**src/rtl/cond_alu_pkg.sv**
```systemverilog
package cond_alu_pkg;

  typedef enum logic [3:0] {
    OP_AND = 4'h0, OP_EOR = 4'h1, OP_SUB = 4'h2, OP_RSB = 4'h3,
    OP_ADD = 4'h4, OP_ADC = 4'h5, OP_SBC = 4'h6, OP_RSC = 4'h7,
    OP_TST = 4'h8, OP_TEQ = 4'h9, OP_CMP = 4'hA, OP_CMN = 4'hB,
    OP_ORR = 4'hC, OP_MOV = 4'hD, OP_BIC = 4'hE, OP_MVN = 4'hF
  } alu_op_e;

  typedef enum logic [3:0] {
    CC_EQ = 4'h0, CC_NE = 4'h1, CC_CS = 4'h2, CC_CC = 4'h3,
    CC_MI = 4'h4, CC_PL = 4'h5, CC_VS = 4'h6, CC_VC = 4'h7,
    CC_HI = 4'h8, CC_LS = 4'h9, CC_GE = 4'hA, CC_LT = 4'hB,
    CC_GT = 4'hC, CC_LE = 4'hD, CC_AL = 4'hE, CC_NV = 4'hF
  } cond_e;

  typedef struct packed {
    logic n;
    logic z;
    logic c;
    logic v;
  } nzcv_t;

  localparam int unsigned FLAG_W = 4;

endpackage

```
**src/rtl/cond_alu_cond.sv**
```systemverilog
module cond_alu_cond
  import cond_alu_pkg::*;
(
  input  logic [3:0] cond_i,
  input  nzcv_t      flags_i,
  output logic       pass_o
);

  always_comb begin
    unique case (cond_e'(cond_i))
      CC_EQ:   pass_o = flags_i.z;
      CC_NE:   pass_o = ~flags_i.z;
      CC_CS:   pass_o = flags_i.c;
      CC_CC:   pass_o = ~flags_i.c;
      CC_MI:   pass_o = flags_i.n;
      CC_PL:   pass_o = ~flags_i.n;
      CC_VS:   pass_o = flags_i.v;
      CC_VC:   pass_o = ~flags_i.v;
      CC_HI:   pass_o = flags_i.c & ~flags_i.z;
      CC_LS:   pass_o = ~flags_i.c | flags_i.z;
      CC_GE:   pass_o = flags_i.n == flags_i.v;
      CC_LT:   pass_o = flags_i.n != flags_i.v;
      CC_GT:   pass_o = ~flags_i.z & (flags_i.n == flags_i.v);
      CC_LE:   pass_o = flags_i.z | (flags_i.n != flags_i.v);
      CC_AL:   pass_o = 1'b1;
      default: pass_o = 1'b0;  // reserved code never executes
    endcase
  end

endmodule

```
**src/rtl/cond_alu_adder.sv**
```systemverilog
module cond_alu_adder #(
  parameter int unsigned DATA_W = 32
) (
  input  logic [DATA_W-1:0] x_i,
  input  logic [DATA_W-1:0] y_i,
  input  logic              cin_i,
  output logic [DATA_W-1:0] sum_o,
  output logic              cout_o,
  output logic              ovf_o
);

  localparam int unsigned MSB = DATA_W - 1;

  logic [DATA_W:0] full;

  always_comb begin
    full   = {1'b0, x_i} + {1'b0, y_i} + {{DATA_W{1'b0}}, cin_i};
    sum_o  = full[MSB:0];
    cout_o = full[DATA_W];
    ovf_o  = (x_i[MSB] == y_i[MSB]) && (full[MSB] != x_i[MSB]);
  end

endmodule

```
**src/rtl/cond_alu_exec.sv**
```systemverilog
module cond_alu_exec
  import cond_alu_pkg::*;
#(
  parameter int unsigned DATA_W = 32
) (
  input  logic [3:0]        opcode_i,
  input  logic [DATA_W-1:0] a_i,
  input  logic [DATA_W-1:0] b_i,
  input  nzcv_t             flags_i,
  input  logic              shift_carry_i,
  output logic [DATA_W-1:0] result_o,
  output nzcv_t             flags_o,
  output logic              is_cmp_o,
  output logic              is_logic_o
);

  localparam int unsigned MSB = DATA_W - 1;

  alu_op_e           op;
  logic [DATA_W-1:0] add_x, add_y, add_sum;
  logic              add_cin, add_cout, add_ovf;
  logic [DATA_W-1:0] logic_res;

  assign op = alu_op_e'(opcode_i);

  // adder operand steering: subtraction as x + ~y + cin
  always_comb begin
    add_x   = a_i;
    add_y   = b_i;
    add_cin = 1'b0;
    unique case (op)
      OP_ADD, OP_CMN: begin add_x = a_i; add_y = b_i;  add_cin = 1'b0;      end
      OP_ADC:         begin add_x = a_i; add_y = b_i;  add_cin = flags_i.c; end
      OP_SUB, OP_CMP: begin add_x = a_i; add_y = ~b_i; add_cin = 1'b1;      end
      OP_SBC:         begin add_x = a_i; add_y = ~b_i; add_cin = flags_i.c; end
      OP_RSB:         begin add_x = b_i; add_y = ~a_i; add_cin = 1'b1;      end
      OP_RSC:         begin add_x = b_i; add_y = ~a_i; add_cin = flags_i.c; end
      default:        ;
    endcase
  end

  cond_alu_adder #(.DATA_W(DATA_W)) u_adder (
    .x_i    (add_x),
    .y_i    (add_y),
    .cin_i  (add_cin),
    .sum_o  (add_sum),
    .cout_o (add_cout),
    .ovf_o  (add_ovf)
  );

  always_comb begin
    is_logic_o = 1'b1;
    unique case (op)
      OP_AND, OP_TST: logic_res = a_i & b_i;
      OP_EOR, OP_TEQ: logic_res = a_i ^ b_i;
      OP_ORR:         logic_res = a_i | b_i;
      OP_MOV:         logic_res = b_i;
      OP_BIC:         logic_res = a_i & ~b_i;
      OP_MVN:         logic_res = ~b_i;
      default: begin
        logic_res  = '0;
        is_logic_o = 1'b0;
      end
    endcase
  end

  assign is_cmp_o = (opcode_i[3:2] == 2'b10);
  assign result_o = is_logic_o ? logic_res : add_sum;

  always_comb begin
    flags_o.n = result_o[MSB];
    flags_o.z = (result_o == '0);
    if (is_logic_o) begin
      flags_o.c = shift_carry_i;
      flags_o.v = flags_i.v;
    end else begin
      flags_o.c = add_cout;
      flags_o.v = add_ovf;
    end
  end

endmodule

```
**src/rtl/cond_alu.sv**
```systemverilog
module cond_alu
  import cond_alu_pkg::*;
#(
  parameter int unsigned DATA_W = 32
) (
  input  logic              clk_i,
  input  logic              rst_ni,
  input  logic              op_valid_i,
  input  logic [3:0]        opcode_i,
  input  logic [3:0]        cond_i,
  input  logic [DATA_W-1:0] op_a_i,
  input  logic [DATA_W-1:0] op_b_i,
  input  logic              set_flags_i,
  input  logic              shift_carry_i,
  output logic [DATA_W-1:0] result_o,
  output logic              wr_en_o,
  output logic [3:0]        flags_o,
  output logic [DATA_W-1:0] status_o
);

  localparam int unsigned PAD_W = DATA_W - FLAG_W;

  nzcv_t flags_q, flags_next;
  logic  cond_pass, is_cmp, is_logic, flag_upd;

  cond_alu_cond u_cond (
    .cond_i  (cond_i),
    .flags_i (flags_q),
    .pass_o  (cond_pass)
  );

  cond_alu_exec #(.DATA_W(DATA_W)) u_exec (
    .opcode_i      (opcode_i),
    .a_i           (op_a_i),
    .b_i           (op_b_i),
    .flags_i       (flags_q),
    .shift_carry_i (shift_carry_i),
    .result_o      (result_o),
    .flags_o       (flags_next),
    .is_cmp_o      (is_cmp),
    .is_logic_o    (is_logic)
  );

  assign wr_en_o  = op_valid_i & cond_pass & ~is_cmp;
  assign flag_upd = op_valid_i & cond_pass & (set_flags_i | is_cmp);

  always_ff @(posedge clk_i or negedge rst_ni) begin
    if (!rst_ni)       flags_q <= '0;
    else if (flag_upd) flags_q <= flags_next;
  end

  assign flags_o = flags_q;

  generate
    if (PAD_W > 0) begin : g_status_pad
      assign status_o = {flags_q, {PAD_W{1'b0}}};
    end else begin : g_status_bare
      assign status_o = flags_q;
    end
  endgenerate

  assert_fail_no_write_R3: assert property (@(posedge clk_i) disable iff (!rst_ni)
    (op_valid_i && !cond_pass) |-> !wr_en_o);

  assert_fail_keep_flags_R3: assert property (@(posedge clk_i) disable iff (!rst_ni)
    (op_valid_i && !cond_pass) |=> $stable(flags_o));

  assert_always_code_R2: assert property (@(posedge clk_i) disable iff (!rst_ni)
    (cond_i == 4'hE) |-> cond_pass);

  assert_never_code_R2: assert property (@(posedge clk_i) disable iff (!rst_ni)
    (cond_i == 4'hF) |-> !cond_pass);

  assert_cmp_no_write_R8: assert property (@(posedge clk_i) disable iff (!rst_ni)
    (op_valid_i && is_cmp) |-> !wr_en_o);

  assert_idle_keep_flags_R10: assert property (@(posedge clk_i) disable iff (!rst_ni)
    !op_valid_i |=> $stable(flags_o));

  assert_logic_keeps_v_R7: assert property (@(posedge clk_i) disable iff (!rst_ni)
    (op_valid_i && cond_pass && is_logic) |=> (flags_o[0] == $past(flags_o[0])));

  assert_status_pad_R10: assert property (@(posedge clk_i) disable iff (!rst_ni)
    status_o[DATA_W-1 -: FLAG_W] == flags_o);

endmodule

```
**config.mk**
```make
export PLATFORM = sky130hd
export DESIGN_NAME = cond_alu
export DESIGN_NICKNAME = d
export VERILOG_FILES = /design/src/rtl/cond_alu_pkg.sv /design/src/rtl/cond_alu_cond.sv /design/src/rtl/cond_alu_adder.sv /design/src/rtl/cond_alu_exec.sv /design/src/rtl/cond_alu.sv
export SDC_FILE = /design/constraint.sdc
export NUM_CORES = 1
export LEC_CHECK = 0
export ABC_CLOCK_PERIOD_IN_PS = 10600
export BUFFER_PORTS_ARGS = -buffer_cell sky130_fd_sc_hd__buf_2
export CAP_MARGIN = 20
export CORE_MARGIN = 4
export CORE_UTILIZATION = 55
export CTS_CLUSTER_SIZE = 20
export DETAILED_ROUTE_END_ITERATION = 6
export PLACE_DENSITY = 0.82
export SLEW_MARGIN = 10
export SYNTH_ARGS = -nofsm -noshare
export SYNTH_HDL_FRONTEND = slang
export SYNTH_SLANG_ARGS = --single-unit
export TNS_END_PERCENT = 10
```
**constraint.sdc**
```tcl
create_clock -name clk_i -period 10.6 [get_ports clk_i]
set_input_delay 0.53 -clock clk_i [delete_from_list [all_inputs] [get_ports clk_i]]
set_output_delay 0.53 -clock clk_i [all_outputs]
set_load 0.005 [all_outputs]
```
==> impl_metrics.csv <==
group,metric,value,unit
pwr,power_leakage,0.00310,µW
clock_network,max-clock-path-buffers,2,
route,drt-initial-drc-count,977,
route,vias_per_cell,6.31,
floorplanning,die_area,12500,µm²
clock_network,worst_skew_pair.late_latency,0.22,ns
yosys,yosysSeqAreaShare,1.68,%
route,detail-route-antenna-nets,0,
yosys,synth_flop_cell,"sky130_fd_sc_hd__dfrtp_1",
global_route,globalRouteOverflowTotal,0,
global_route,grt_start_max_net_pins,99,
floorplanning,pin_count,146,
yosys,synth_edf_count,0,
clock_network,holdBufCountCts,0,
critical_path,cp-start-kind,"input pin",
global_route,grt_pass1_vias,6365,
critical_path,critPathMostFrequentCell,"sky130_fd_sc_hd__buf_4",
yosys,synthesized_cell_area,5950,µm²
critical_path,worst-path-max-fanout,98,
critical_path,worst_r2r_endpoint,"flags_o[2]",
run_status,status,"finished, final reports clean",
yosys,synth_cell_types,85,
placed_design,port_buffers,117,
route,drcViolationCount,0,
clock_network,clk_transition_reported_paths,0.03,ns
timing,final.setup_skew,0.00374,ns
critical_path,r2r_cells,16,
critical_path,cp.buffers_inverters,7,
route,route.detailed.wl_per_inst,16.9,µm
yosys,netlist.area_leader.share,13.3,%
critical_path,cells_along_the_critical_path,"buf_2, buf_4, inv_1, buf_4, nor2_1, nand2_2, buf_4, nand2_1, buf_4, nand2_1, o21ai_0, o21ai_0, ha_1, a21oi_1, o21a_1, a2bb2oi_1, a31oi_1, nor4_1, o31ai_1, o311ai_0, buf_2",
final_layout,drive_above_1_share,15.4,%
min_path,worst_hold_path_type,"in2async",
yosys,synthesis.area_per_instance,6.21,µm²
clock_network,cts-buffers-inserted,3,
global_route,grt_pass1_wl,31.4,mm
timing,fin_crit,6.03,ns
placed_design,gp_congestion,0.997,
route,detail_route.first_pass.iterations,6,
timing,period_share,56.9,%
yosys,synthesis.yosys.warnings,0,
yosys,ys_ff_latch,4,
placed_design,placedCellCount,1158,
clock_network,cts_resized,0,
route,finalWirelength,19.7,mm
final_layout,filler_cell_count,1006,
critical_path,slowest_stage,"sky130_fd_sc_hd__o311ai_0",
clock_network,cts_num_sinks,4,
flow_run,maxCapViolCount,0,
timing,tns,0,ns
clock_network,cts-root-buf,"sky130_fd_sc_hd__clkbuf_8",
yosys,syn_inst,958,
critical_path,path_class,"in2out",
final_layout,area_delta_synth_final,8.52,%
yosys,synthTopCellsByArea,"sky130_fd_sc_hd__ha_1 (13%), sky130_fd_sc_hd__o21ai_0 (12%), sky130_fd_sc_hd__nand2_1 (8.1%)",
final_layout,final-instance-count-excl-fill,1161,
clock_network,htree_levels,1,
route,vias,7323,
final_layout,final_util,62.0,%
critical_path,critical-path-top-delay-family,"compound AO/OA/AOI/OAI gates",
final_layout,num-nets-final,1169,
critical_path,worstSetupEndpointType,"output port",
final_layout,num_antenna_cells,0,
timing,slew_headroom,22.9,%
critical_path,worst_r2r_startpoint,"flags_o[1]",
floorplanning,fp.dieW,112,µm
placed_design,hpwlAfterDp,14.5,mm
floorplanning,floorplan.initialDensity,57.1,%
yosys,fraction_of_synthesis_flops_using_an_asynchronous_set_or_reset_pin,100,%
critical_path,cp_capture_point,"result_o[31]",
pwr,vdd_drop_max,0.0809,mV
timing,hold_violations,0,
critical_path,cp_startpoint,"opcode_i[0]",
yosys,synth_top_area_cell,"sky130_fd_sc_hd__ha_1",
critical_path,cp_data_arrival_time,5.50,ns
final_layout,multi_input_area,5190,µm²
timing,rsz0062_at_grt,"false",
global_route,gr-usage-all-layers,29.3,%
critical_path,critical_path_required_time,10.07,ns
timing,tightest_slew,1.15,ns
final_layout,largest_register_ffs,4,
floorplanning,die_h,112,µm
pwr,power.density_cell_area,83.8,nW/µm²
critical_path,critical_path_depth,21,
floorplanning,fp-row-count,37,
final_layout,register_area,100,µm²
critical_path,timing.critical_path.slowest_cell_delay,0.58,ns
global_route,initial_antenna_violation_count,0,
timing,max_clock_freq,0.166,GHz
clock_network,cts_tree,"yes",
timing,timing.final.max_slew_violations,0,
floorplanning,core_box_area,10400,µm²
clock_network,cts.repair_timing.setup_buffer_count,0,
critical_path,regToRegSetupSlack,6.10,ns
timing,timing.final.setup_violations,0,
cell families after synthesis:
| kind of cell | Yosys count | synth area share [%] |
|---|---|---|
| buffers and inverters | 166 | 12.9 |
| other | 1 | 0.0631 |
| flip-flops | 4 | 1.68 |
| adder cells (fa/ha/maj) | 65 | 13.9 |
| AO/OA/AOI/OAI | 342 | 37.0 |
| AND/OR/NAND/NOR | 328 | 26.4 |
| XOR/XNOR | 40 | 5.89 |
| multiplexers | 12 | 2.06 |
per-layer routing:
metal / GRT usage (%) / wire [µm] / vias to the layer above
met5: 0 / 0 / -
met4: 6.49 / 407 / 0
met3: 4.40 / 2230 / 44
met2: 47.3 / 8730 / 431
met1: 41.2 / 8300 / 3277
li1: - / - / 3571
area by class of cell:
class / count / area share (%)
clock buffers: 3 / 0.640
inverters: 75 / 4.36
multi-input cells: 815 / 80.5
flip-flops and latches: 4 / 1.55
well taps: 136 / 2.64
repair buffers: 128 / 10.4
cells in the mapped netlist, types with 3 or more instances:
cell and count:
sky130_fd_sc_hd__nor3_1 22, sky130_fd_sc_hd__o21ai_0 137, sky130_fd_sc_hd__and2_1 6, sky130_fd_sc_hd__o31ai_1 7, sky130_fd_sc_hd__nand4b_1 4, sky130_fd_sc_hd__buf_2 14, sky130_fd_sc_hd__nor2b_1 8, sky130_fd_sc_hd__nand2b_1 9
sky130_fd_sc_hd__xnor2_1 24, sky130_fd_sc_hd__o22ai_1 18, sky130_fd_sc_hd__o21ai_1 3, sky130_fd_sc_hd__a22oi_1 9, sky130_fd_sc_hd__nand3_1 32, sky130_fd_sc_hd__buf_1 4, sky130_fd_sc_hd__and3_1 7, sky130_fd_sc_hd__o221ai_1 3
sky130_fd_sc_hd__o2111ai_1 8, sky130_fd_sc_hd__a211o_1 5, sky130_fd_sc_hd__or2_2 5, sky130_fd_sc_hd__nor2_1 63, sky130_fd_sc_hd__a221oi_1 11, sky130_fd_sc_hd__xor2_1 16, sky130_fd_sc_hd__o221a_2 3, sky130_fd_sc_hd__buf_4 34
sky130_fd_sc_hd__inv_1 75, sky130_fd_sc_hd__nand4_1 10, sky130_fd_sc_hd__a21o_1 12, sky130_fd_sc_hd__or4_1 5, sky130_fd_sc_hd__a31oi_1 11, sky130_fd_sc_hd__a21oi_1 50, sky130_fd_sc_hd__dfrtp_1 4, sky130_fd_sc_hd__o211ai_1 10
sky130_fd_sc_hd__nor4_1 5, sky130_fd_sc_hd__o211a_1 3, sky130_fd_sc_hd__clkbuf_1 39, sky130_fd_sc_hd__ha_1 63, sky130_fd_sc_hd__a2111oi_0 4, sky130_fd_sc_hd__a211oi_1 5, sky130_fd_sc_hd__nor3b_1 5, sky130_fd_sc_hd__mux2i_1 10
sky130_fd_sc_hd__or3_1 6, sky130_fd_sc_hd__nand2_1 128, sky130_fd_sc_hd__o21a_1 5
worst min path at each step:
| stage | from | end | slack (ns) |
|---|---|---|---|
| 2_1_floorplan | rst_ni | flags_o[0] | 0.23 |
| 3_3_place_gp | rst_ni | flags_o[1] | 0.34 |
| 3_5_place_dp | rst_ni | flags_o[0] | 0.34 |
| 4_1_cts | rst_ni | flags_o[2] | 0.11 |
| 5_1_grt | rst_ni | flags_o[2] | 0.11 |
| 6_report | rst_ni | flags_o[2] | 0.11 |
cell usage in the layout (no fill, tap or decap), types with 4 or more instances in the layout:
master and n:
sky130_fd_sc_hd__xnor2_1 24, sky130_fd_sc_hd__nor4_1 5, sky130_fd_sc_hd__conb_1 28, sky130_fd_sc_hd__ha_1 63, sky130_fd_sc_hd__dfrtp_1 4, sky130_fd_sc_hd__a211o_1 5
sky130_fd_sc_hd__o22ai_1 18, sky130_fd_sc_hd__nor3b_1 5, sky130_fd_sc_hd__o21ai_0 137, sky130_fd_sc_hd__o211ai_1 10, sky130_fd_sc_hd__nor3_1 20, sky130_fd_sc_hd__nor2_1 63
sky130_fd_sc_hd__o2111ai_1 8, sky130_fd_sc_hd__nand2_1 127, sky130_fd_sc_hd__a31oi_1 11, sky130_fd_sc_hd__o31ai_1 7, sky130_fd_sc_hd__a211oi_1 5, sky130_fd_sc_hd__or3_1 6
sky130_fd_sc_hd__xor2_1 16, sky130_fd_sc_hd__nand3_1 32, sky130_fd_sc_hd__and3_1 7, sky130_fd_sc_hd__o21a_1 5, sky130_fd_sc_hd__a221oi_1 11, sky130_fd_sc_hd__buf_2 117
sky130_fd_sc_hd__or2_2 5, sky130_fd_sc_hd__and2_1 6, sky130_fd_sc_hd__nand4_1 10, sky130_fd_sc_hd__or4_1 5, sky130_fd_sc_hd__a2111oi_0 4, sky130_fd_sc_hd__a21o_1 12
sky130_fd_sc_hd__nand4b_1 4, sky130_fd_sc_hd__mux2i_1 10, sky130_fd_sc_hd__a21oi_1 50, sky130_fd_sc_hd__nand2b_1 9, sky130_fd_sc_hd__nor2b_1 8, sky130_fd_sc_hd__a22oi_1 9
sky130_fd_sc_hd__inv_1 75, sky130_fd_sc_hd__buf_4 11
where the power goes:
part | internal (µW) | switching, µW
Clock | 24.2 | 8.22
Combinational | 193 | 283
Sequential | 20.8 | 11.2
Total | 238 | 303
per-stage QoR:
step	power [µW]	worst slack, ns	cell area (µm²)	hold WS [ns]
final	541	4.57	6450	0.112
after global routing	593	4.11	6450	0.113
after CTS	533	4.75	6450	0.114
after detailed placement	497	4.64	6410	0.341
after global placement	492	4.82	6410	0.341
after floorplan	368	5.44	6050	0.234
Note: power is estimated with default switching activity, not from simulation.
